==> config.mk <==
export PLATFORM = sky130hd
export DESIGN_NAME = exc_ctrl_unit
export DESIGN_NICKNAME = d
export VERILOG_FILES = /design/src/rtl/exc_ctrl_pkg.sv /design/src/rtl/exc_entry_sel.sv /design/src/rtl/exc_mode_stack.sv /design/src/rtl/exc_capture_regs.sv /design/src/rtl/exc_ctrl_unit.sv
export SDC_FILE = /design/constraint.sdc
export NUM_CORES = 1
export LEC_CHECK = 0
export BUFFER_PORTS_ARGS = -buffer_cell sky130_fd_sc_hd__buf_2
export CAP_MARGIN = 20
export CORE_MARGIN = 3
export CORE_UTILIZATION = 35
export DETAILED_ROUTE_END_ITERATION = 7
export GPL_TIMING_DRIVEN = 0
export PLACE_DENSITY = 0.67
export SYNTH_ARGS = -nofsm -noshare
export SYNTH_HDL_FRONTEND = slang
export SYNTH_SLANG_ARGS = --single-unit
==> constraint.sdc <==
create_clock -name clk -period 1.1 [get_ports clk]
set_input_delay 0 -clock clk [delete_from_list [all_inputs] [get_ports clk]]
set_output_delay 0 -clock clk [all_outputs]
set_load 0.1 [all_outputs]
==> src/rtl/exc_ctrl_pkg.sv <==
// Shared types and constants for the exception controller.
// Assumes a two-bit level made of {privilege, enable}.
package exc_ctrl_pkg;

    localparam int LVL_W    = 2;
    localparam int CODE_W   = 5;
    localparam int CLS_W    = 2;
    localparam int SEL_W    = 2;

    typedef enum logic [CLS_W-1:0] {
        CLS_GENERAL   = 2'd0,
        CLS_XLAT_MISS = 2'd1,
        CLS_RESET     = 2'd2,
        CLS_SPARE     = 2'd3
    } exc_class_e;

    typedef enum logic [SEL_W-1:0] {
        SEL_STATUS = 2'd0,
        SEL_CAUSE  = 2'd1,
        SEL_EPC    = 2'd2,
        SEL_NONE   = 2'd3
    } reg_sel_e;

    typedef struct packed {
        logic priv;
        logic ie;
    } mode_lvl_t;

    localparam mode_lvl_t ENTRY_LVL = '{priv: 1'b1, ie: 1'b0};
    localparam logic [CODE_W-1:0] CODE_INTERRUPT = '0;

endpackage

==> src/rtl/exc_entry_sel.sv <==
// Decides whether an exception is taken this cycle, which code it carries
// and which handler address it uses. Purely combinational.
// Assumes synchronous requests outrank interrupts.
module exc_entry_sel
    import exc_ctrl_pkg::*;
#(
    parameter int          AW          = 32,
    parameter int          NIRQ        = 6,
    parameter logic [AW-1:0] VEC_RESET   = 32'hBFC0_0000,
    parameter logic [AW-1:0] VEC_XLAT    = 32'h8000_0000,
    parameter logic [AW-1:0] VEC_GENERAL = 32'h8000_0080
) (
    input  logic              sync_req,
    input  logic [CLS_W-1:0]  sync_class,
    input  logic [CODE_W-1:0] sync_code,
    input  logic [NIRQ-1:0]   irq_lines,
    input  logic              ie_cur,
    output logic              take,
    output logic [CODE_W-1:0] code,
    output logic [AW-1:0]     vector
);

    logic irq_take;

    // Interrupt is accepted only with the current enable set.
    always_comb irq_take = (|irq_lines) && ie_cur;

    // Take decision and code choice, synchronous first.
    always_comb begin
        take = sync_req || irq_take;
        code = sync_req ? sync_code : CODE_INTERRUPT;
    end

    // Handler address by class; interrupts use the general entry.
    always_comb begin
        vector = '0;
        if (sync_req) begin
            case (exc_class_e'(sync_class))
                CLS_RESET:     vector = VEC_RESET;
                CLS_XLAT_MISS: vector = VEC_XLAT;
                default:       vector = VEC_GENERAL;
            endcase
        end else if (irq_take) begin
            vector = VEC_GENERAL;
        end
    end

endmodule

==> src/rtl/exc_mode_stack.sv <==
// Status field as a stack of mode levels. Level 0 is current.
// Push on exception, pop on return; software write is lowest priority.
// Assumes push, pop and write requests are already qualified.
module exc_mode_stack
    import exc_ctrl_pkg::*;
#(
    parameter int LEVELS = 3,
    localparam int STK_W = LEVELS * LVL_W
) (
    input  logic             clk,
    input  logic             rst_n,
    input  logic             push,
    input  logic             pop,
    input  logic             wr_en,
    input  logic [STK_W-1:0] wr_data,
    output logic [STK_W-1:0] status
);

    mode_lvl_t lvl_q [LEVELS];
    mode_lvl_t lvl_d [LEVELS];

    for (genvar i = 0; i < LEVELS; i++) begin : g_lvl
        // Next value of one level under push, pop or write.
        always_comb begin
            lvl_d[i] = lvl_q[i];
            if (push) begin
                if (i == 0) lvl_d[i] = ENTRY_LVL;
                else        lvl_d[i] = lvl_q[(i == 0) ? 0 : i-1];
            end else if (pop) begin
                if (i < LEVELS-1) lvl_d[i] = lvl_q[(i < LEVELS-1) ? i+1 : i];
            end else if (wr_en) begin
                lvl_d[i] = mode_lvl_t'(wr_data[i*LVL_W +: LVL_W]);
            end
        end

        // Level storage; reset leaves only the current level privileged.
        always_ff @(posedge clk) begin
            if (!rst_n) lvl_q[i] <= (i == 0) ? ENTRY_LVL : mode_lvl_t'('0);
            else        lvl_q[i] <= lvl_d[i];
        end

        // Flatten the level into the status field.
        assign status[i*LVL_W +: LVL_W] = lvl_q[i];
    end

endmodule

==> src/rtl/exc_capture_regs.sv <==
// Exception-PC and cause registers. Both load on a taken exception;
// software may also load the exception-PC. Cause is hardware-only.
// Assumes take outranks the software write.
module exc_capture_regs
    import exc_ctrl_pkg::*;
#(
    parameter int AW      = 32,
    parameter int DW      = 32,
    parameter int NIRQ    = 6,
    parameter int IRQ_LSB = 8
) (
    input  logic              clk,
    input  logic              rst_n,
    input  logic              take,
    input  logic [AW-1:0]     pc_in,
    input  logic [CODE_W-1:0] code,
    input  logic [NIRQ-1:0]   irq_lines,
    input  logic              epc_we,
    input  logic [AW-1:0]     epc_wdata,
    output logic [AW-1:0]     epc,
    output logic [DW-1:0]     cause
);

    logic [DW-1:0] cause_d;

    // Pack the code and the pending lines into the cause layout.
    always_comb begin
        cause_d = '0;
        cause_d[CODE_W-1:0]        = code;
        cause_d[IRQ_LSB +: NIRQ]   = irq_lines;
    end

    // Resume address: exception first, then software.
    always_ff @(posedge clk) begin
        if (!rst_n)      epc <= '0;
        else if (take)   epc <= pc_in;
        else if (epc_we) epc <= epc_wdata;
    end

    // Cause record, loaded only on entry.
    always_ff @(posedge clk) begin
        if (!rst_n)    cause <= '0;
        else if (take) cause <= cause_d;
    end

endmodule

==> src/rtl/exc_ctrl_unit.sv <==
// Top of the exception controller: entry selection, mode stack,
// capture registers and the software read/write port.
// Assumes one request set per cycle; rfe is a one-cycle strobe.
module exc_ctrl_unit
    import exc_ctrl_pkg::*;
#(
    parameter int            AW          = 32,
    parameter int            DW          = 32,
    parameter int            NIRQ        = 6,
    parameter int            LEVELS      = 3,
    parameter int            IRQ_LSB     = 8,
    parameter logic [AW-1:0] VEC_RESET   = 32'hBFC0_0000,
    parameter logic [AW-1:0] VEC_XLAT    = 32'h8000_0000,
    parameter logic [AW-1:0] VEC_GENERAL = 32'h8000_0080
) (
    input  logic              clk,
    input  logic              rst_n,
    input  logic [AW-1:0]     pc_in,
    input  logic              sync_req,
    input  logic [CLS_W-1:0]  sync_class,
    input  logic [CODE_W-1:0] sync_code,
    input  logic [NIRQ-1:0]   irq_lines,
    input  logic              rfe,
    input  logic              sw_we,
    input  logic [SEL_W-1:0]  sw_addr,
    input  logic [DW-1:0]     sw_wdata,
    output logic [DW-1:0]     sw_rdata,
    output logic              exc_taken,
    output logic [AW-1:0]     handler_pc,
    output logic              priv_mode,
    output logic              irq_en
);

    localparam int STK_W = LEVELS * LVL_W;

    logic [STK_W-1:0]  status_q;
    logic [AW-1:0]     epc_q;
    logic [DW-1:0]     cause_q;
    logic [CODE_W-1:0] entry_code;
    logic              st_we;
    logic              epc_we;
    logic              unused_wdata_hi;

    // Decode software writes to the writable registers.
    always_comb begin
        st_we  = sw_we && (reg_sel_e'(sw_addr) == SEL_STATUS);
        epc_we = sw_we && (reg_sel_e'(sw_addr) == SEL_EPC);
    end

    assign unused_wdata_hi = ^sw_wdata[DW-1:STK_W];

    exc_entry_sel #(
        .AW(AW), .NIRQ(NIRQ),
        .VEC_RESET(VEC_RESET), .VEC_XLAT(VEC_XLAT), .VEC_GENERAL(VEC_GENERAL)
    ) u_entry (
        .sync_req   (sync_req),
        .sync_class (sync_class),
        .sync_code  (sync_code),
        .irq_lines  (irq_lines),
        .ie_cur     (status_q[0]),
        .take       (exc_taken),
        .code       (entry_code),
        .vector     (handler_pc)
    );

    exc_mode_stack #(.LEVELS(LEVELS)) u_stack (
        .clk     (clk),
        .rst_n   (rst_n),
        .push    (exc_taken),
        .pop     (rfe && !exc_taken),
        .wr_en   (st_we),
        .wr_data (sw_wdata[STK_W-1:0]),
        .status  (status_q)
    );

    exc_capture_regs #(
        .AW(AW), .DW(DW), .NIRQ(NIRQ), .IRQ_LSB(IRQ_LSB)
    ) u_capture (
        .clk       (clk),
        .rst_n     (rst_n),
        .take      (exc_taken),
        .pc_in     (pc_in),
        .code      (entry_code),
        .irq_lines (irq_lines),
        .epc_we    (epc_we),
        .epc_wdata (sw_wdata[AW-1:0]),
        .epc       (epc_q),
        .cause     (cause_q)
    );

    // Combinational software read mux.
    always_comb begin
        sw_rdata = '0;
        case (reg_sel_e'(sw_addr))
            SEL_STATUS: sw_rdata[STK_W-1:0] = status_q;
            SEL_CAUSE:  sw_rdata = cause_q;
            SEL_EPC:    sw_rdata[AW-1:0] = epc_q;
            default:    sw_rdata = '0;
        endcase
    end

    // Current mode outputs.
    always_comb begin
        priv_mode = status_q[1];
        irq_en    = status_q[0];
    end

endmodule

==> results.py, run 1 <==
metrics = {
    "critical_path": {
        "timing.critical_path.from_type": "flip-flop",
        "path_max_fanout": 6,
        "crit_buf_inv": 4,
        "crit_slowest_cell": "dfxtp_4",
        "endpoint_kind": "primary output",
        "r2r_start": "u_stack.lvl_q[0][0]",
        "crit_arrival_ns": 1.42,
        "path_class": "reg -> out",
        "slowest_delay_ns": 0.42,
        "path_cells": "nor2_4, a21o_1, buf_8, inv_12, buf_8, buf_12",
        "worstPathRequired_ns": 1.10,
        "crit_family": "buffers and inverters",
        "r2r_slack_ns": -0.30,
        "cpMostUsedCell": "buf_8",
        "crit_start": "u_stack.lvl_q[0][0]",
    },
    "clocking": {
        "root_buffer": "clkbuf_8",
        "htree_num_levels": 2,
        "cts_tree": "built",
        "numCtsBuffers": 5,
        "clock_sinks": 49,
        "clk-insertion-delay-late_ns": 0.31,
        "cts_buffer_depth": 2,
        "clk_pin_slew_worst_paths_ns": 0.10,
    },
    "sta": {
        "drv_slew": 0,
        "setup_tns_ns": -11.17,
        "skew_ns": 0.005232,
        "rsz0062_at_grt": "yes",
        "relSlewSlack_pct": 47.36,
        "tightestPinTransition_ns": 0.7896,
        "max_freq_mhz": 703.6,
        "min_period_ns": 1.421,
        "finalCritPeriodShare_pct": 129.2,
        "setup_viol": 51,
        "fin_ws_ns": -0.3213,
        "hold_viol_final": 0,
    },
    "placed_design": {
        "dp_hpwl_um": 7206,
        "dp.cells": 579,
        "port_buffers": 127,
        "routabilityCongestion": 0.8415,
    },
    "grt": {
        "track_usage_pct": 20.86,
        "grt_pass1_vias": 3268,
        "grt_max_degree": 15,
        "grt_antenna_before_repair": 0,
        "grt_overflow": 0,
        "grt_pass1_wl_um": 16350,
    },
    "run": {
        "drv_cap": 0,
    },
    "hold_path": {
        "hold_class": "in -> reg",
        "hold_path_startpoint": "pc_in[28]",
    },
    "layout": {
        "drive_gt1_share_pct": 62.33,
        "syn_to_final_growth_pct": 77.46,
        "stdcell_count": 617,
        "n_antenna_cell": 0,
        "final_nets": 603,
    },
    "floorplan": {
        "start_util_pct": 37.06,
        "dieWidth_um": 97.85,
        "die_area_mm2": 0.009575,
        "coreArea_mm2": 0.007968,
        "ios": 151,
        "fp-row-count": 32,
        "die_y_um": 97.85,
    },
    "power_and_ir_drop": {
        "leakage_nw": 2.407,
        "vdd_drop_max_uv": 853.9,
        "powerDensity_mw_per_mm2": 1098,
    },
    "route": {
        "drc": 0,
        "viasPerCell": 5.133,
        "drt-pass1-iter-count": 5,
        "avgRoutedWirePerCell_um": 16.80,
        "wl_um": 10370,
        "vias": 3167,
        "final_antenna_net_count": 0,
        "dr.first_iter.drc_count": 153,
    },
    "yosys": {
        "avgSynthCellArea_um2": 8.975,
        "ys.flop_type": "dfxtp_1",
        "synth-seq-cells": 49,
        "yosysSeqAreaShare_pct": 33.22,
        "syn_area_mm2": 0.002953,
        "ys_types": 34,
        "async_reset_ff_share_pct": 0,
        "synthCells": 329,
        "synth_edf_count": 0,
        "yosys_warnings": 0,
    },
    "run_status": {
        "violations": "setup timing",
        "status": "finished with violations",
    },
}
## state kept, by name, summed over array words and instances, names as in the netlist
register,flops
u_stack.lvl_q,6
u_capture.epc,32
u_capture.cause,11
## Yosys cell counts (all sizes together) (2+ instances only)
cell type	count	area, um^2
inv	5	18.76
and3	4	25.02
a21boi	2	15.01
a211oi	70	525.5
dfxtp	49	980.9
nor3	2	15.01
a222oi	5	50.05
nand3b	6	45.04
o22ai	6	37.54
o21ai	5	25.02
nor2b	8	50.05
nor2	8	30.03
buf	40	277.8
a22oi	7	52.55
clkbuf	19	71.32
nand2	16	60.06
nand3	5	25.02
and2	21	131.4
mux2i	35	350.3
ha	5	62.56
## tightest hold or removal path: cells and delay by family
family	cells	cell delay, ns
AO/OA/AOI/OAI	2	0.20
buffers and inverters	1	0.09
## layout make-up
| class | instances | area, um^2 |
|---|---|---|
| Timing Repair Buffer | 160 | 1361 |
| Tap cell | 102 | 127.6 |
| Clock buffer | 7 | 86.33 |
| Sequential cell | 49 | 1006 |
| Multi-Input combinational cell | 236 | 2160 |
| Buffer | 56 | 434.2 |
| Clock inverter | 1 | 30.03 |
| Inverter | 6 | 35.03 |
| Fill cell | 650 | 2728 |
## metal layers
metal | vias to the layer above | global-route usage (%) | part of all wire (%)
met5 | - | 0 | 0
met4 | 0 | 3.195 | 0.99
met3 | 10 | 4.071 | 6.5
met2 | 116 | 37.64 | 51
met1 | 1496 | 26.15 | 41
li1 | 1545 | - | -
## worst paths after layout
kind,to,cells past startpoint
worst min register to register,u_capture.cause[13],2
worst max register to register,u_capture.epc[3],7
worst min-delay path,u_capture.epc[28],3
worst max-delay path,handler_pc[31],6
## metrics by stage
step	utilization [%]	total power [W]	setup WS [ns]	area, um^2	hold WS, ns
4_1_cts	64.16	0.005703	-0.3268	5112	0.01365
6_report	65.77	0.005751	-0.3213	5240	0.01626
3_5_place_dp	50.50	0.003914	-0.5592	4024	0.2412
3_3_place_gp	50.50	0.003890	-0.5544	4024	0.2309
5_1_grt	65.77	0.005973	-0.3867	5240	0.01727
2_1_floorplan	-	0.003521	-0.2036	3261	0.09044
## logic make-up after synthesis
family                     after synthesis  share of synthesized area, %
AOI/OAI and AO/OA                      101                         25.85
and+or+nand+nor                         72                         13.86
buffers and inverters                   65                         12.58
DFF                                     49                         33.22
muxes                                   36                         12.25
adders and majority gates                5                         2.119
other                                    1                        0.1270
## where the power goes
part | leakage, nW | total, W | switching (W) | internal [W]
logic | 1.94 | 0.00238 | 0.00151 | 0.000870
registers | 0.412 | 0.00200 | 0.0000814 | 0.00192
clock network | 0.0585 | 0.00137 | 0.000624 | 0.000743
## placed cells by master, fill, tap and decap left out, drive strengths merged, types with 12 or more instances in the layout
cell type	count
a211oi	70
and2	21
buf	187
clkbuf	24
conb	22
dfxtp	49
dlygate4sd3	12
mux2i	35
nand2	16
## timing repair
action                     CTS  global route
pin swaps                   13            12
resized for setup          190            37
buffers inserted            16             7
hold endpoints to repair    12             0
hold buffers                12             0
setup endpoints to repair   89            66
gates cloned                 1             0
Note: power is estimated with default switching activity, not from simulation.
==> run 2: changes to the inputs <==
- GPL_ROUTABILITY_DRIVEN: not set -> 0
- MAX_ROUTING_LAYER: not set -> met4
==> run 2 against run 1 <==
Net effect: the flow still finishes with violations (setup timing); critical path depth unchanged; maximum frequency up 0.31%; critical path type unchanged; via count down 0.92%; largest cell class unchanged; global-route usage up 0.62 points; clock-buffer cell count unchanged; power down 0.16%; clock skew about the same.
==> results.py, run 2 (synthesis gave the netlist of run 1 again) <==
metrics = {
    "run_status": {
        "status": "finished with violations",
        "violations": "setup timing",
    },
    "layout": {
        "n_antenna_cell": 0,
        "utilization_pct": 65.77,
        "seqCellArea_mm2": 0.001006,
        "top_register": "u_capture.epc",
        "layout_commonest_cell": "buf_2",
        "largest_reg_flops": 32,
        "multiInputGateArea_mm2": 0.002160,
        "syn_to_final_growth_pct": 77.46,
        "stdcell_area_mm2": 0.005240,
        "final_nets": 603,
        "num-fill-cells": 650,
        "drive_gt1_share_pct": 62.33,
        "largestRegisters": "u_capture.epc: 32 flops, u_capture.cause: 11 flops, u_stack.lvl_q: 6 flops",
        "final_cell_mix": "buf_2 (87), a211oi_2 (49), buf_4 (48)",
    },
    "placed_design": {
        "dp_hpwl_um": 7206,
        "post_dp_cell_area_mm2": 0.004024,
        "port_buffers": 127,
        "dpl_worst_slack_ns": -0.5592,
    },
    "route": {
        "wl_um": 10340,
        "viasPerCell": 5.086,
        "dr.first_iter.drc_count": 157,
        "vias": 3138,
        "final_antenna_net_count": 0,
        "drc": 0,
        "avgRoutedWirePerCell_um": 16.76,
        "drt-pass1-iter-count": 4,
    },
    "floorplan": {
        "die_y_um": 97.85,
        "ios": 151,
        "fp-row-count": 32,
        "die_area_mm2": 0.009575,
        "dieWidth_um": 97.85,
        "coreArea_mm2": 0.007968,
        "start_util_pct": 37.06,
    },
    "power_and_ir_drop": {
        "powerDensity_mw_per_mm2": 1096,
        "power.share.combinational_pct": 41.5,
        "total_power_w": 0.005742,
        "leakage_nw": 2.407,
        "vdd_drop_max_uv": 853.7,
        "power_frac_seq_pct": 34.8,
        "sw_frac_of_total_pct": 38.50,
        "p_sw_w": 0.002211,
        "power.internal_w": 0.003531,
        "p_clk_share_pct": 23.6,
    },
    "critical_path": {
        "timing.rr.end": "u_capture.epc[3]",
        "r2r_start": "u_stack.lvl_q[0][0]",
        "rr_worst_depth": 7,
        "path_max_fanout": 6,
        "path_class": "reg -> out",
        "crit_arrival_ns": 1.42,
        "worstPathRequired_ns": 1.10,
        "r2r_slack_ns": -0.30,
        "timing.critical_path.from_type": "flip-flop",
        "crit_start": "u_stack.lvl_q[0][0]",
        "endpoint_kind": "primary output",
    },
    "grt": {
        "track_usage_pct": 21.48,
        "grt_max_degree": 15,
        "grt_pass1_vias": 3267,
        "grt_pass1_wl_um": 16330,
        "grt_antenna_before_repair": 0,
        "grt_overflow": 0,
    },
    "hold_path": {
        "holdPathEnd": "u_capture.epc[28]",
        "hold_path_startpoint": "pc_in[28]",
        "worstHoldPathCells": 3,
        "hold_class": "in -> reg",
    },
    "clocking": {
        "clk_pin_slew_worst_paths_ns": 0.09,
        "htree_num_levels": 2,
        "root_buffer": "clkbuf_8",
        "clock_sinks": 49,
        "clk-insertion-delay-late_ns": 0.30,
        "numCtsBuffers": 5,
        "cts_buffer_depth": 2,
        "cts_tree": "built",
    },
    "sta": {
        "tightestPinTransition_ns": 0.7791,
        "hold_viol_final": 0,
        "max_freq_mhz": 705.7,
        "setup_viol": 51,
        "finalCritPeriodShare_pct": 128.8,
        "skew_ns": 0.005105,
        "whs_ns": 0.01953,
        "relSlewSlack_pct": 48.06,
        "drv_slew": 0,
        "rsz0062_at_grt": "yes",
        "fin_ws_ns": -0.3170,
        "min_period_ns": 1.417,
    },
    "run": {
        "drv_cap": 0,
    },
}
[run 2: timing repair]
| action | in CTS | in global routing |
|---|---|---|
| gates cloned | 1 | 0 |
| buffers inserted | 16 | 7 |
| hold endpoints to repair | 12 | 0 |
| pin swaps | 13 | 12 |
| gates resized for setup | 190 | 37 |
| hold buffers | 12 | 0 |
| endpoints found under the setup margin | 89 | 66 |
[run 2: per-layer routing]
layer | routed length [um] | track usage [%]
met5 | 0 | -
met2 | 5285 | 37.49
met1 | 4403 | 26.89
met4 | 125 | 3.195
met3 | 529 | 3.071
[run 2: area by class of cell]
type                    count  share of cell area (%)
plain buffers              56                   8.286
inverters                   6                  0.6686
repair buffers            160                   25.98
well taps                 102                   2.436
flip-flops and latches     49                   19.20
clock buffers               7                   1.648
multi-input cells         236                   41.21
clock inverters             1                  0.5731
[run 2: metrics by stage]
step                      setup TNS (ns)  std cells
final                             -10.93        617
after global routing              -13.79        617
after CTS                         -10.29        614
after detailed placement          -34.52        579
after global placement            -34.16        579
after floorplan                   -8.117        350
[run 2: worst max path at each step]
stage | end | cells past startpoint
after floorplan | u_stack.lvl_q[1][1] | 5
after global placement | handler_pc[31] | 7
after detailed placement | handler_pc[31] | 7
after CTS | sw_rdata[0] | 3
after global routing | sw_rdata[4] | 3
final | handler_pc[31] | 6
[run 2: worst max-delay path: stages (launching register included)]
cell,delay [ns]
dfxtp_4,0.42
nor2_4,0.06
a21o_1,0.17
buf_8,0.14
inv_12,0.07
buf_8,0.09
buf_12,0.16
[run 2: power by group through the flow]
stage                     registers [W]  logic, W  clock network [W]
after global placement          0.00203   0.00186                  0
after CTS                       0.00200   0.00231            0.00139
final                           0.00200   0.00238            0.00136
after detailed placement        0.00203   0.00188                  0
after global routing            0.00202   0.00250            0.00145
after floorplan                 0.00203   0.00149                  0
